$ cat src/rtl/rx_ring_writer.sv
module rx_ring_writer #(
  parameter int BASE_LOG2 = 13
) (
  input  logic                   clk,
  input  logic                   rst_n,
  input  logic [1:0]             size_sel,
  input  logic                   frm_start,
  input  logic [15:0]            frm_len,
  input  logic [4:0]             frm_err,
  input  logic [2:0]             frm_cls,
  input  logic                   byte_valid,
  input  logic [7:0]             byte_data,
  input  logic                   hptr_we,
  input  logic [BASE_LOG2+1:0]   hptr_wdata,
  input  logic [7:0]             evt_clr,
  output logic [7:0]             evt,
  output logic                   buf_empty,
  output logic                   mem_we,
  output logic [BASE_LOG2+1:0]   mem_addr,
  output logic [7:0]             mem_wdata
);
  localparam int OFF_W = BASE_LOG2 + 2;

  typedef enum logic [1:0] {S_IDLE, S_DATA, S_DROP, S_HDR} st_t;
  st_t st;

  logic [OFF_W-1:0] wr_off, hptr, rd_off, mask, diff, nxt, data_addr;
  logic [1:0]  sz_c, hcnt;
  logic [16:0] ring_size, free_sp, need;
  logic [15:0] cur_len, cur_stat, cnt, stat_new;
  logic [31:0] hdr_w;
  logic [7:0]  evt_set;
  logic        fits;

  assign sz_c      = (size_sel == 2'd3) ? 2'd2 : size_sel;
  assign mask      = {OFF_W{1'b1}} >> (2'd2 - sz_c);
  assign ring_size = 17'(mask) + 17'd1;
  assign rd_off    = (hptr + OFF_W'(16)) & mask;
  assign buf_empty = (rd_off == wr_off);
  assign diff      = (rd_off - wr_off) & mask;
  assign free_sp   = buf_empty ? ring_size : 17'(diff);
  assign need      = (17'(frm_len) + 17'd7) & ~17'd3;
  assign fits      = need < free_sp;
  assign nxt       = (wr_off + OFF_W'(cur_len) + OFF_W'(7)) & mask & ~OFF_W'(3);
  assign data_addr = (wr_off + OFF_W'(cnt) + OFF_W'(4)) & mask;
  assign stat_new  = {frm_cls, 7'd0, frm_err, ~|frm_err};
  assign hdr_w     = {cur_len, cur_stat};

  always_comb begin
    evt_set = '0;
    if (frm_start && st != S_IDLE) evt_set[6] = 1'b1;
    if (byte_valid && (st == S_IDLE || st == S_HDR)) evt_set[6] = 1'b1;
    if (st == S_IDLE && frm_start && !fits) evt_set[4] = 1'b1;
    if (st == S_HDR && hcnt == 2'd3) begin
      if (cur_stat[0]) evt_set[0] = 1'b1;
      else             evt_set[1] = 1'b1;
    end
  end

  always_ff @(posedge clk) begin
    if (!rst_n) begin
      st        <= S_IDLE;
      wr_off    <= '0;
      hptr      <= {OFF_W{1'b1}} << 4;
      evt       <= '0;
      mem_we    <= 1'b0;
      mem_addr  <= '0;
      mem_wdata <= '0;
      cnt       <= '0;
      hcnt      <= '0;
      cur_len   <= '0;
      cur_stat  <= '0;
    end else begin
      mem_we <= 1'b0;
      if (hptr_we) hptr <= hptr_wdata;
      evt <= (evt & ~evt_clr) | evt_set;
      case (st)
        S_IDLE: if (frm_start) begin
          cur_len  <= frm_len;
          cur_stat <= stat_new;
          cnt      <= '0;
          hcnt     <= '0;
          if (!fits) st <= (frm_len == 16'd0) ? S_IDLE : S_DROP;
          else       st <= (frm_len == 16'd0) ? S_HDR  : S_DATA;
        end
        S_DATA: if (byte_valid) begin
          mem_we    <= 1'b1;
          mem_addr  <= data_addr;
          mem_wdata <= byte_data;
          cnt       <= cnt + 16'd1;
          if (cnt == cur_len - 16'd1) st <= S_HDR;
        end
        S_DROP: if (byte_valid) begin
          cnt <= cnt + 16'd1;
          if (cnt == cur_len - 16'd1) st <= S_IDLE;
        end
        S_HDR: begin
          mem_we    <= 1'b1;
          mem_addr  <= {wr_off[OFF_W-1:2], hcnt};
          mem_wdata <= hdr_w[{hcnt, 3'b000} +: 8];
          hcnt      <= hcnt + 2'd1;
          if (hcnt == 2'd3) begin
            wr_off <= nxt;
            st     <= S_IDLE;
          end
        end
        default: st <= S_IDLE;
      endcase
    end
  end


  addr_range_chk: assert property (@(posedge clk) disable iff (!rst_n)
    mem_we |-> (17'(mem_addr) < ring_size));


  hdr_last_chk: assert property (@(posedge clk) disable iff (!rst_n)
    (wr_off != $past(wr_off)) |-> $past(st == S_HDR && hcnt == 2'd3));


  align_chk: assert property (@(posedge clk) disable iff (!rst_n)
    wr_off[1:0] == 2'b00);


  drop_nowrite_chk: assert property (@(posedge clk) disable iff (!rst_n)
    $past(st == S_DROP) |-> !mem_we);


  ovf_cause_chk: assert property (@(posedge clk) disable iff (!rst_n)
    $rose(evt[4]) |-> $past(frm_start));


  empty_fall_chk: assert property (@(posedge clk) disable iff (!rst_n)
    $fell(buf_empty) |-> ($past(st == S_HDR) || $past(hptr_we)));
endmodule

$ cat config.mk
export PLATFORM = sky130hd
export DESIGN_NAME = rx_ring_writer
export DESIGN_NICKNAME = d
export VERILOG_FILES = /design/src/rtl/rx_ring_writer.sv
export SDC_FILE = /design/constraint.sdc
export NUM_CORES = 1
export LEC_CHECK = 0
export CORE_UTILIZATION = 44
export CTS_CLUSTER_DIAMETER = 100
export DETAILED_ROUTE_END_ITERATION = 10
export GPL_TIMING_DRIVEN = 1
export HOLD_SLACK_MARGIN = 0.02
export PLACE_DENSITY = 0.74
export SLEW_MARGIN = 0
export SYNTH_ARGS = -nofsm -noshare
export SYNTH_HDL_FRONTEND = slang
export SYNTH_SLANG_ARGS = --single-unit
$ cat constraint.sdc
create_clock -name clk -period 4.3 [get_ports clk]
set_clock_uncertainty 0.05 [all_clocks]
set_input_delay 1.075 -clock clk [delete_from_list [all_inputs] [get_ports clk]]
set_output_delay 1.075 -clock clk [all_outputs]
set_load 0.02 [all_outputs]
==> impl_metrics.csv, run 1 <==
group,metric,value,unit
run_status,status,"finished clean",
timing,finalHoldViolCount,0,
critical_path,criticalPathCategory,"input port to flip-flop",
synth,synth_seq_cells,105,
timing,min_period_over_period,98.2,%
synth,synth_area_leaders,"dfxtp_1, ha_1, nand2_1, a21oi_1, xnor2_1",
place,gp_congestion,0.928,
pwr,total_power,0.00366,W
clock_network,cts_buffer_depth,2,
global_routing,grt_pass1_wl,34.9,mm
flow_run,drv_cap,0,
timing,fmax,0.237,GHz
timing,rsz0062_at_grt,"yes",
worst_hold_path,worstHoldStart,"mem_wdata[2]$_SDFFE_PN0P_",
synth,ys_warn_count,0,
synth,ys.flop_type,"dfxtp_1",
global_routing,top_usage_layer,"met2",
global_routing,met2_usage,41.8,%
drt,drt_wl_total,21.8,mm
global_routing,grt_max_degree,42,
timing,drv_slew,0,
drt,wire_per_inst,16.7,µm
cells_and_area,fin_nets,1218,
critical_path,path_cells,"clkdlybuf4s50_1 > nor2_2 > nor2_1 > ha_1 > nand4_1 > nor4_2 > nand2_1 > buf_6 > o211a_1 > ha_1 > nand4_1 > a2111oi_4 > o41ai_2 > buf_4 > nand4b_1 > a31oi_1 > mux2_4",
synth,syn_avg_cell_area,8.01,µm²
drt,drtPass1Iterations,5,
cells_and_area,final_common_cell,"nand2_1",
cells_and_area,area_delta_synth_final,22.4,%
timing,tns,0,ps
global_routing,overflow,0,
floorplan,ios,95,
synth,synth_edf_count,0,
critical_path,cpPeakStageDelay,430,ps
synth,async_reset_ff_share,0,%
clock_network,cts_tree,"yes",
timing,worst_pin_slew,895,ps
critical_path,crit_family,"simple AND/OR/NAND/NOR gates",
clock_network,clock-root-buffer,"clkbuf_16",
place,hpwl,16.4,mm
synth,synth_nets,1116,
floorplan,core_area,0.0172,mm²
timing,slew_headroom,40.3,%
drt,detail-route-antenna-nets,0,
timing,whs,403,ps
critical_path,rr_startpoint,"hptr[5]$_SDFFE_PN1P_",
clock_network,clock_latency,370,ps
critical_path,crit_buf_inv,3,
floorplan,fp.dieH,135,µm
drt,drt-initial-drc-count,489,
pwr,power_density,385,mW/mm²
critical_path,start_kind,"input port",
clock_network,clock_sinks,105,
cells_and_area,final_cell_area,0.00951,mm²
clock_network,hold_buffers,0,
synth,synth-seq-area-share,27.1,%
pwr,power_leakage,3.92,nW
synth,synth_cell_types,77,
cells_and_area,fin_util,55.1,%
timing,setup_viol,0,
critical_path,crit_fanout,7,
global_routing,met3_usage,4.84,%
global_routing,grt_pass1_vias,6932,
floorplan,fp.dieW,135,µm
drt,vias,7486,
synth,syn-cell-area,0.00776,mm²
pwr,vdd_drop_max,0.000255,V
global_routing,antenna_found_initial,0,
synth,synth_top_area_share,27.1,%
critical_path,end_kind,"flip-flop",
cells_and_area,layout-drive-gt1-share,9.20,%
synth,postSynthCellCount,969,
floorplan,start_util,45.0,%
floorplan,rows,48,
timing,fin_crit,4220,ps
critical_path,crit_path_top_delay_cell,"clkdlybuf4s50_1",
worst_hold_path,hold_path.class,"flip-flop to flip-flop",
critical_path,crit_start,"size_sel[0]",
drt,drc_errors,0,
clock_network,htree_levels,3,
global_routing,grt_use_met1,31.4,%
place,port_buffers,94,
drt,viasPerCell,5.75,
global_routing,grtUsageTotal,24.6,%
cells_and_area,fillCellCount,1625,
clock_network,path_clk_slew,80,ps
place,dpl-instance-area,0.00911,mm²
cells_and_area,n_antenna_cell,0,
critical_path,cp.required,4510,ps
synth,yosysTopAreaCell,"dfxtp_1",
cells_and_area,layout_common_cells,"nand2_1, dfxtp_1, clkdlybuf4s50_1",
clock_network,cts_buffers,9,
critical_path,cp.arrival,4440,ps
floorplan,die_area,0.0182,mm²
-- per-stage QoR --
stage	cells	worst slack [ps]
2_1_floorplan	969	101
3_3_place_gp	1283	-287
3_5_place_dp	1283	-447
4_1_cts	1299	3.11
5_1_grt	1301	-75.4
6_report	1301	76.0
-- registers in the layout, indices dropped and copies added, names as in the netlist --
name       count
wr_off        13
cur_len       16
evt            8
cnt           16
mem_wdata      8
mem_addr      15
hcnt           2
cur_stat       9
hptr          15
st             2
mem_we         1
-- power breakdown --
group | leakage [nW] | internal [W] | switching, W
sequential | 0.855 | 0.00110 | 0.000154
combinational | 2.92 | 0.000668 | 0.000866
clock | 0.144 | 0.000458 | 0.000415
total | 3.92 | 0.00222 | 0.00143
-- synth_stat cells, types with 21 or more instances --
library cell	count
o21ai_0	32
nand3_1	25
o211ai_1	24
nand2_1	145
mux2i_1	26
ha_1	82
xor2_1	35
dfxtp_1	105
nor2_1	68
clkbuf_1	36
nor3_1	21
inv_1	49
xnor2_1	42
a21oi_1	83
-- path summary, 6_finish.rpt --
check,endpoint,slack (ps),depth (start not counted)
worst max-delay path,st[1]$_SDFFE_PN0P_,80,17
worst min-delay path,mem_wdata[2]$_SDFFE_PN0P_,400,2
worst max register to register,st[1]$_SDFFE_PN0P_,180,18
worst min register to register,mem_wdata[2]$_SDFFE_PN0P_,400,2
-- metal layers --
metal / share of wire, % / routed length (µm) / vias to the layer above
met1: 44 / 9660 / 3538
met3: 5.8 / 1270 / 32
met4: 1.8 / 401 / 0
met2: 48 / 10500 / 240
li1: - / - / 3676
met5: 0 / 0 / -
-- layout make-up --
cell class	instances	area (µm²)	area share, %
multi-input combinational	771	5380	56.6
sequential	105	2100	22.1
timing repair buffer	135	1250	13.2
tap	225	282	2.96
clock buffer	9	225	2.37
inverter	49	184	1.93
clock inverter	7	78.8	0.829
-- tightest hold or removal path: cells and delay by family (launching register included) --
family,cells,cell delay [ps]
AOI/OAI and AO/OA,1,50
DFF,1,310
and+or+nand+nor,1,50
-- what timing repair did --
item,CTS,global route
setup buffers,0,2
pin swaps,6,12
cloned,0,0
resized for setup,11,10
setup endpoints to repair,3,4
-- cells by family after synthesis --
logic type               after synthesis  share of synthesized area [%]
AO/OA/AOI/OAI                        227                           19.1
buffers and inverters                 93                           4.90
XOR/XNOR                              77                           8.69
multiplexers                          31                           4.27
AND/OR/NAND/NOR                      351                           21.9
adder cells (fa/ha/maj)               85                           14.0
flip-flops                           105                           27.1
(Power assumes the default switching activity.)
==> run 2: changes to the inputs <==
--- a/config.mk
+++ b/config.mk
@@ -6,6 +6,7 @@
 export NUM_CORES = 1
 export LEC_CHECK = 0
 export CORE_UTILIZATION = 44
+export CTS_BUF_LIST = sky130_fd_sc_hd__clkbuf_8
 export CTS_CLUSTER_DIAMETER = 100
 export DETAILED_ROUTE_END_ITERATION = 10
 export GPL_TIMING_DRIVEN = 1
==> impl_metrics.csv, run 2 (synthesis results as in run 1) <==
group,metric,value,unit
run_status,status,"finished clean",
cells_and_area,layout_common_cells,"nand2_1, dfxtp_1, clkdlybuf4s50_1",
flow_run,drv_cap,0,
floorplan,die_area,0.0182,mm²
critical_path,start_kind,"input port",
critical_path,crit_path_top_delay_cell,"a2111oi_4",
place,hpwl,16.4,mm
drt,wire_per_inst,16.7,µm
cells_and_area,n_antenna_cell,0,
cells_and_area,top_regs,"cnt x16, cur_len x16",
floorplan,core_area,0.0172,mm²
global_routing,overflow,0,
timing,setup_viol,0,
critical_path,crit_fanout,6,
floorplan,start_util,45.0,%
cells_and_area,layout-drive-gt1-share,9.74,%
floorplan,fp.dieW,135,µm
critical_path,criticalPathCategory,"input port to flip-flop",
critical_path,end_kind,"flip-flop",
cells_and_area,final_common_cell,"nand2_1",
floorplan,rows,48,
drt,drc_errors,0,
clock_network,clock-root-buffer,"clkbuf_8",
critical_path,cp.required,4560,ps
global_routing,antenna_found_initial,0,
drt,vias,7479,
clock_network,cts_tree,"yes",
clock_network,path_clk_slew,110,ps
timing,slew_headroom,39.0,%
cells_and_area,fin_nets,1220,
clock_network,htree_levels,3,
clock_network,cts_buffers,9,
floorplan,fp.dieH,135,µm
cells_and_area,area_delta_synth_final,21.4,%
clock_network,cts_buffer_depth,2,
timing,tns,0,ps
drt,drtPass1Iterations,5,
critical_path,path_cells,"dlygate4sd2_1 > nor2_2 > nor2_1 > ha_1 > nand4_1 > nor4_2 > nand2_1 > buf_6 > buf_4 > o211a_1 > ha_4 > nand4_1 > a2111oi_4 > o41ai_2 > buf_4 > nand4b_1 > a31oi_1 > mux2_4",
pwr,vdd_drop_max,0.000233,V
global_routing,grtUsageTotal,24.4,%
critical_path,cp.arrival,4380,ps
clock_network,clock_latency,410,ps
floorplan,ios,95,
drt,detail-route-antenna-nets,0,
global_routing,grt_max_degree,42,
timing,fmax,0.242,GHz
drt,viasPerCell,5.74,
place,gp_congestion,0.928,
global_routing,grt_pass1_wl,34.8,mm
cells_and_area,fin_util,54.7,%
drt,drt_wl_total,21.7,mm
timing,finalHoldViolCount,0,
timing,worst_pin_slew,916,ps
worst_hold_path,hold_path.class,"flip-flop to flip-flop",
critical_path,cpPeakStageDelay,320,ps
clock_network,clock_sinks,105,
timing,fin_crit,4130,ps
drt,drt-initial-drc-count,524,
global_routing,grt_pass1_vias,6931,
timing,min_period_over_period,96.0,%
pwr,power_leakage,3.89,nW
place,port_buffers,94,
timing,drv_slew,0,
pwr,power_density,367,mW/mm²
-- run 2: cell count changes in the layout (fill, tap and decap cells not counted), sizes merged --
cell / delta
clkdlybuf4s15: -1
buf: +3
clkdlybuf4s50: -1
dlymetal6s2s: +1
-- run 2: worst max-delay path: cells and delay by family --
| family | cells | cell delay [ps] |
|---|---|---|
| buf+inv | 4 | 720 |
| mux | 1 | 280 |
| simple gates | 7 | 940 |
| compound gates | 4 | 780 |
| fa+ha+maj | 2 | 570 |
-- run 2: final cells by class --
class,instances,area [µm²]
multi-input combinational,771,5390
sequential,105,2100
clock inverter,7,78.8
inverter,49,184
clock buffer,9,124
fill,1634,7810
timing repair buffer,137,1260
tap,225,282
-- run 2: repair_timing --
action                                  4_1_cts  5_1_grt
hold buffers                                  0        0
pin swaps                                     1       11
endpoints found under the setup margin        2        4
setup buffers                                 0        4
gates resized for setup                       7       18
-- run 2: report_power, final --
part	switching (W)	internal (W)
Clock	0.000386	0.000275
Sequential	0.000154	0.00110
Combinational	0.000872	0.000672
-- run 2: worst paths after layout --
check / to / start / slack, ps / cells after the start
hold reg to reg: mem_wdata[6]$_SDFFE_PN0P_ / mem_wdata[6]$_SDFFE_PN0P_ / 410 / 2
hold / removal: mem_wdata[6]$_SDFFE_PN0P_ / mem_wdata[6]$_SDFFE_PN0P_ / 410 / 2
setup / recovery: st[1]$_SDFFE_PN0P_ / size_sel[1] / 170 / 18
setup reg to reg: st[1]$_SDFFE_PN0P_ / hptr[5]$_SDFFE_PN1P_ / 200 / 18
-- run 2: through the flow --
step / hold WS [ps] / cell area, µm² / setup WS (ps) / total power, W / cells
3_5_place_dp: 395 / 9110 / -447 / 0.00276 / 1283
3_3_place_gp: 388 / 9110 / -287 / 0.00273 / 1283
4_1_cts: 411 / 9310 / 43.2 / 0.00343 / 1299
5_1_grt: 428 / 9430 / -66.9 / 0.00368 / 1303
2_1_floorplan: 383 / 7790 / 101 / 0.00226 / 969
6_report: 409 / 9430 / 174 / 0.00346 / 1303
-- run 2: metal layers --
layer | GRT usage, % | share of wire (%) | routed length, µm
met3 | 3.57 | 5.7 | 1230
met1 | 31.7 | 45 | 9740
met5 | 0 | 0 | 0
met4 | 8.99 | 2.4 | 525
met2 | 41.0 | 47 | 10300
==> run 3: changes to the inputs <==
==> constraint.sdc (replaced) <==
create_clock -name clk -period 3.44 [get_ports clk]
set_clock_uncertainty 0.05 [all_clocks]
set_input_delay 0.86 -clock clk [delete_from_list [all_inputs] [get_ports clk]]
set_output_delay 0.86 -clock clk [all_outputs]
set_load 0.02 [all_outputs]
==> impl_metrics.csv, run 3 (synthesis results as in run 1) <==
group,metric,value,unit
run_status,status,"complete, but fails checks",
run_status,violations,"setup timing",
critical_path,r2r_end,"st[1]$_SDFFE_PN0P_",
global_routing,grtUsageTotal,25.5,%
timing,min_period_over_period,113,%
global_routing,overflow,0,
clock_network,path_clk_slew,110,ps
critical_path,cp.required,3750,ps
critical_path,ff2ff_path_depth,17,
timing,fmax,0.257,GHz
place,dpl-instance-area,0.00969,mm²
timing,slew_headroom,30.4,%
place,gp_congestion,0.914,
critical_path,cp-endpoint,"st[1]$_SDFFE_PN0P_",
clock_network,clock_latency,410,ps
timing,fin_crit,3890,ps
critical_path,reg2reg_slack,-450,ps
floorplan,core_area,0.0172,mm²
clock_network,cts_tree,"yes",
timing,finalHoldViolCount,0,
drt,detail-route-antenna-nets,0,
place,hpwl,17.2,mm
drt,drt_wl_total,22.8,mm
cells_and_area,fin_nets,1289,
cells_and_area,multi_input_area,0.00553,mm²
floorplan,start_util,45.0,%
global_routing,grt_pass1_vias,7197,
global_routing,antenna_found_initial,0,
cells_and_area,n_antenna_cell,0,
drt,viasPerCell,5.65,
critical_path,cp.arrival,4190,ps
pwr,vdd_drop_max,0.000230,V
flow_run,drv_cap,0,
floorplan,fp.dieH,135,µm
cells_and_area,top_regs,"cnt x16, cur_len x16",
timing,worst_slack,-446,ps
floorplan,fp.dieW,135,µm
critical_path,criticalPathCategory,"flip-flop to flip-flop",
pwr,power_leakage,4.26,nW
floorplan,rows,48,
cells_and_area,instances_no_fill,1372,
place,dp_cells,1355,
global_routing,grt_max_degree,59,
timing,setup_viol,4,
cells_and_area,fillCellCount,1499,
critical_path,crit_fanout,5,
timing,rsz0062_at_grt,"yes",
floorplan,ios,95,
cells_and_area,final_common_cell,"nand2_1",
clock_network,cts_buffers,9,
drt,drtPass1Iterations,5,
drt,drc_errors,0,
drt,wire_per_inst,16.6,µm
cells_and_area,layout-drive-gt1-share,16.8,%
timing,drv_slew,0,
cells_and_area,final_cell_area,0.0101,mm²
worst_hold_path,hold_path.class,"flip-flop to flip-flop",
clock_network,htree_levels,3,
cells_and_area,seq_area,0.00212,mm²
critical_path,end_kind,"flip-flop",
clock_network,clock-root-buffer,"clkbuf_8",
clock_network,cts_buffer_depth,2,
cells_and_area,fin_util,58.8,%
critical_path,crit_start,"hptr[4]$_SDFFE_PN1P_",
clock_network,clock_sinks,105,
drt,drt-initial-drc-count,475,
place,port_buffers,94,
critical_path,rr_startpoint,"hptr[4]$_SDFFE_PN1P_",
drt,vias,7753,
pwr,power_density,443,mW/mm²
cells_and_area,layout_common_cells,"nand2_1, buf_4, dfxtp_1",
timing,worst_pin_slew,1040,ps
floorplan,die_area,0.0182,mm²
critical_path,start_kind,"flip-flop",
timing,tns,-1100,ps
cells_and_area,area_delta_synth_final,30.5,%
global_routing,grt_pass1_wl,36.4,mm
-- run 3: cell types whose count changed in the layout (fill, tap and decap cells not counted), moves of 4 or more --
cell and delta:
buf_4 +63, buf_6 +5, dfxtp_1 -5, ha_1 -4
-- run 3: layout make-up --
| type | count | share of cell area, % |
|---|---|---|
| multi-input combinational | 771 | 54.6 |
| sequential | 105 | 20.9 |
| timing repair buffer | 206 | 18.0 |
| tap | 225 | 2.78 |
| inverter | 49 | 1.84 |
| clock buffer | 10 | 1.36 |
| clock inverter | 6 | 0.556 |
-- run 3: layer usage --
layer | vias up | part of all wire [%] | track usage (%)
li1 | 3808 | - | -
met1 | 3668 | 46 | 34.6
met2 | 238 | 46 | 41.0
met3 | 39 | 5.5 | 3.57
met4 | 0 | 2.4 | 9.36
met5 | - | 0 | 0
-- run 3: timing repair --
item                                    CTS  global route
hold buffers                              0             0
gates resized for setup                  43            12
endpoints found under the setup margin    4             4
setup buffers                             1             1
pin swaps                                19             1
-- run 3: per-stage QoR --
| stage | worst slack (ps) | power, W | hold WS, ps |
|---|---|---|---|
| detailed placement | -897 | 0.00359 | 393 |
| global route | -650 | 0.00475 | 424 |
| global placement | -833 | 0.00356 | 393 |
| CTS | -367 | 0.00444 | 409 |
| floorplan | -377 | 0.00284 | 383 |
| finish | -446 | 0.00449 | 406 |
-- run 3: report_power, final --
group	total (W)	internal (W)	switching, W
logic	0.00215	0.000966	0.00118
registers	0.00154	0.00137	0.000167
clock network	0.000801	0.000300	0.000501
-- run 3: how the worst min path moves through the flow --
stage | startpoint | to | slack, ps | cells past startpoint
global placement | mem_wdata[7]$_SDFFE_PN0P_ | mem_wdata[7]$_SDFFE_PN0P_ | 390 | 2
detailed placement | mem_wdata[7]$_SDFFE_PN0P_ | mem_wdata[7]$_SDFFE_PN0P_ | 390 | 2
floorplan | cur_stat[13]$_SDFFE_PN0P_ | cur_stat[13]$_SDFFE_PN0P_ | 380 | 2
global route | mem_addr[2]$_SDFFE_PN0P_ | mem_addr[2]$_SDFFE_PN0P_ | 420 | 2
finish | mem_wdata[7]$_SDFFE_PN0P_ | mem_wdata[7]$_SDFFE_PN0P_ | 410 | 2
CTS | mem_wdata[7]$_SDFFE_PN0P_ | mem_wdata[7]$_SDFFE_PN0P_ | 410 | 2
-- run 3: critical path: stages, from the launching register on --
cell and delay (ps):
dfxtp_4 400, nand3_4 120, xnor2_1 150, ha_1 380, nand4_1 150, nor2_2 180, o311ai_4 130, a21oi_2 190
o211ai_1 150, a211o_1 270, o211a_1 140, ha_4 270, nand4_1 140, a2111oi_4 360, o41ai_2 160, a311o_1 330
a31oi_1 130, mux2_4 150
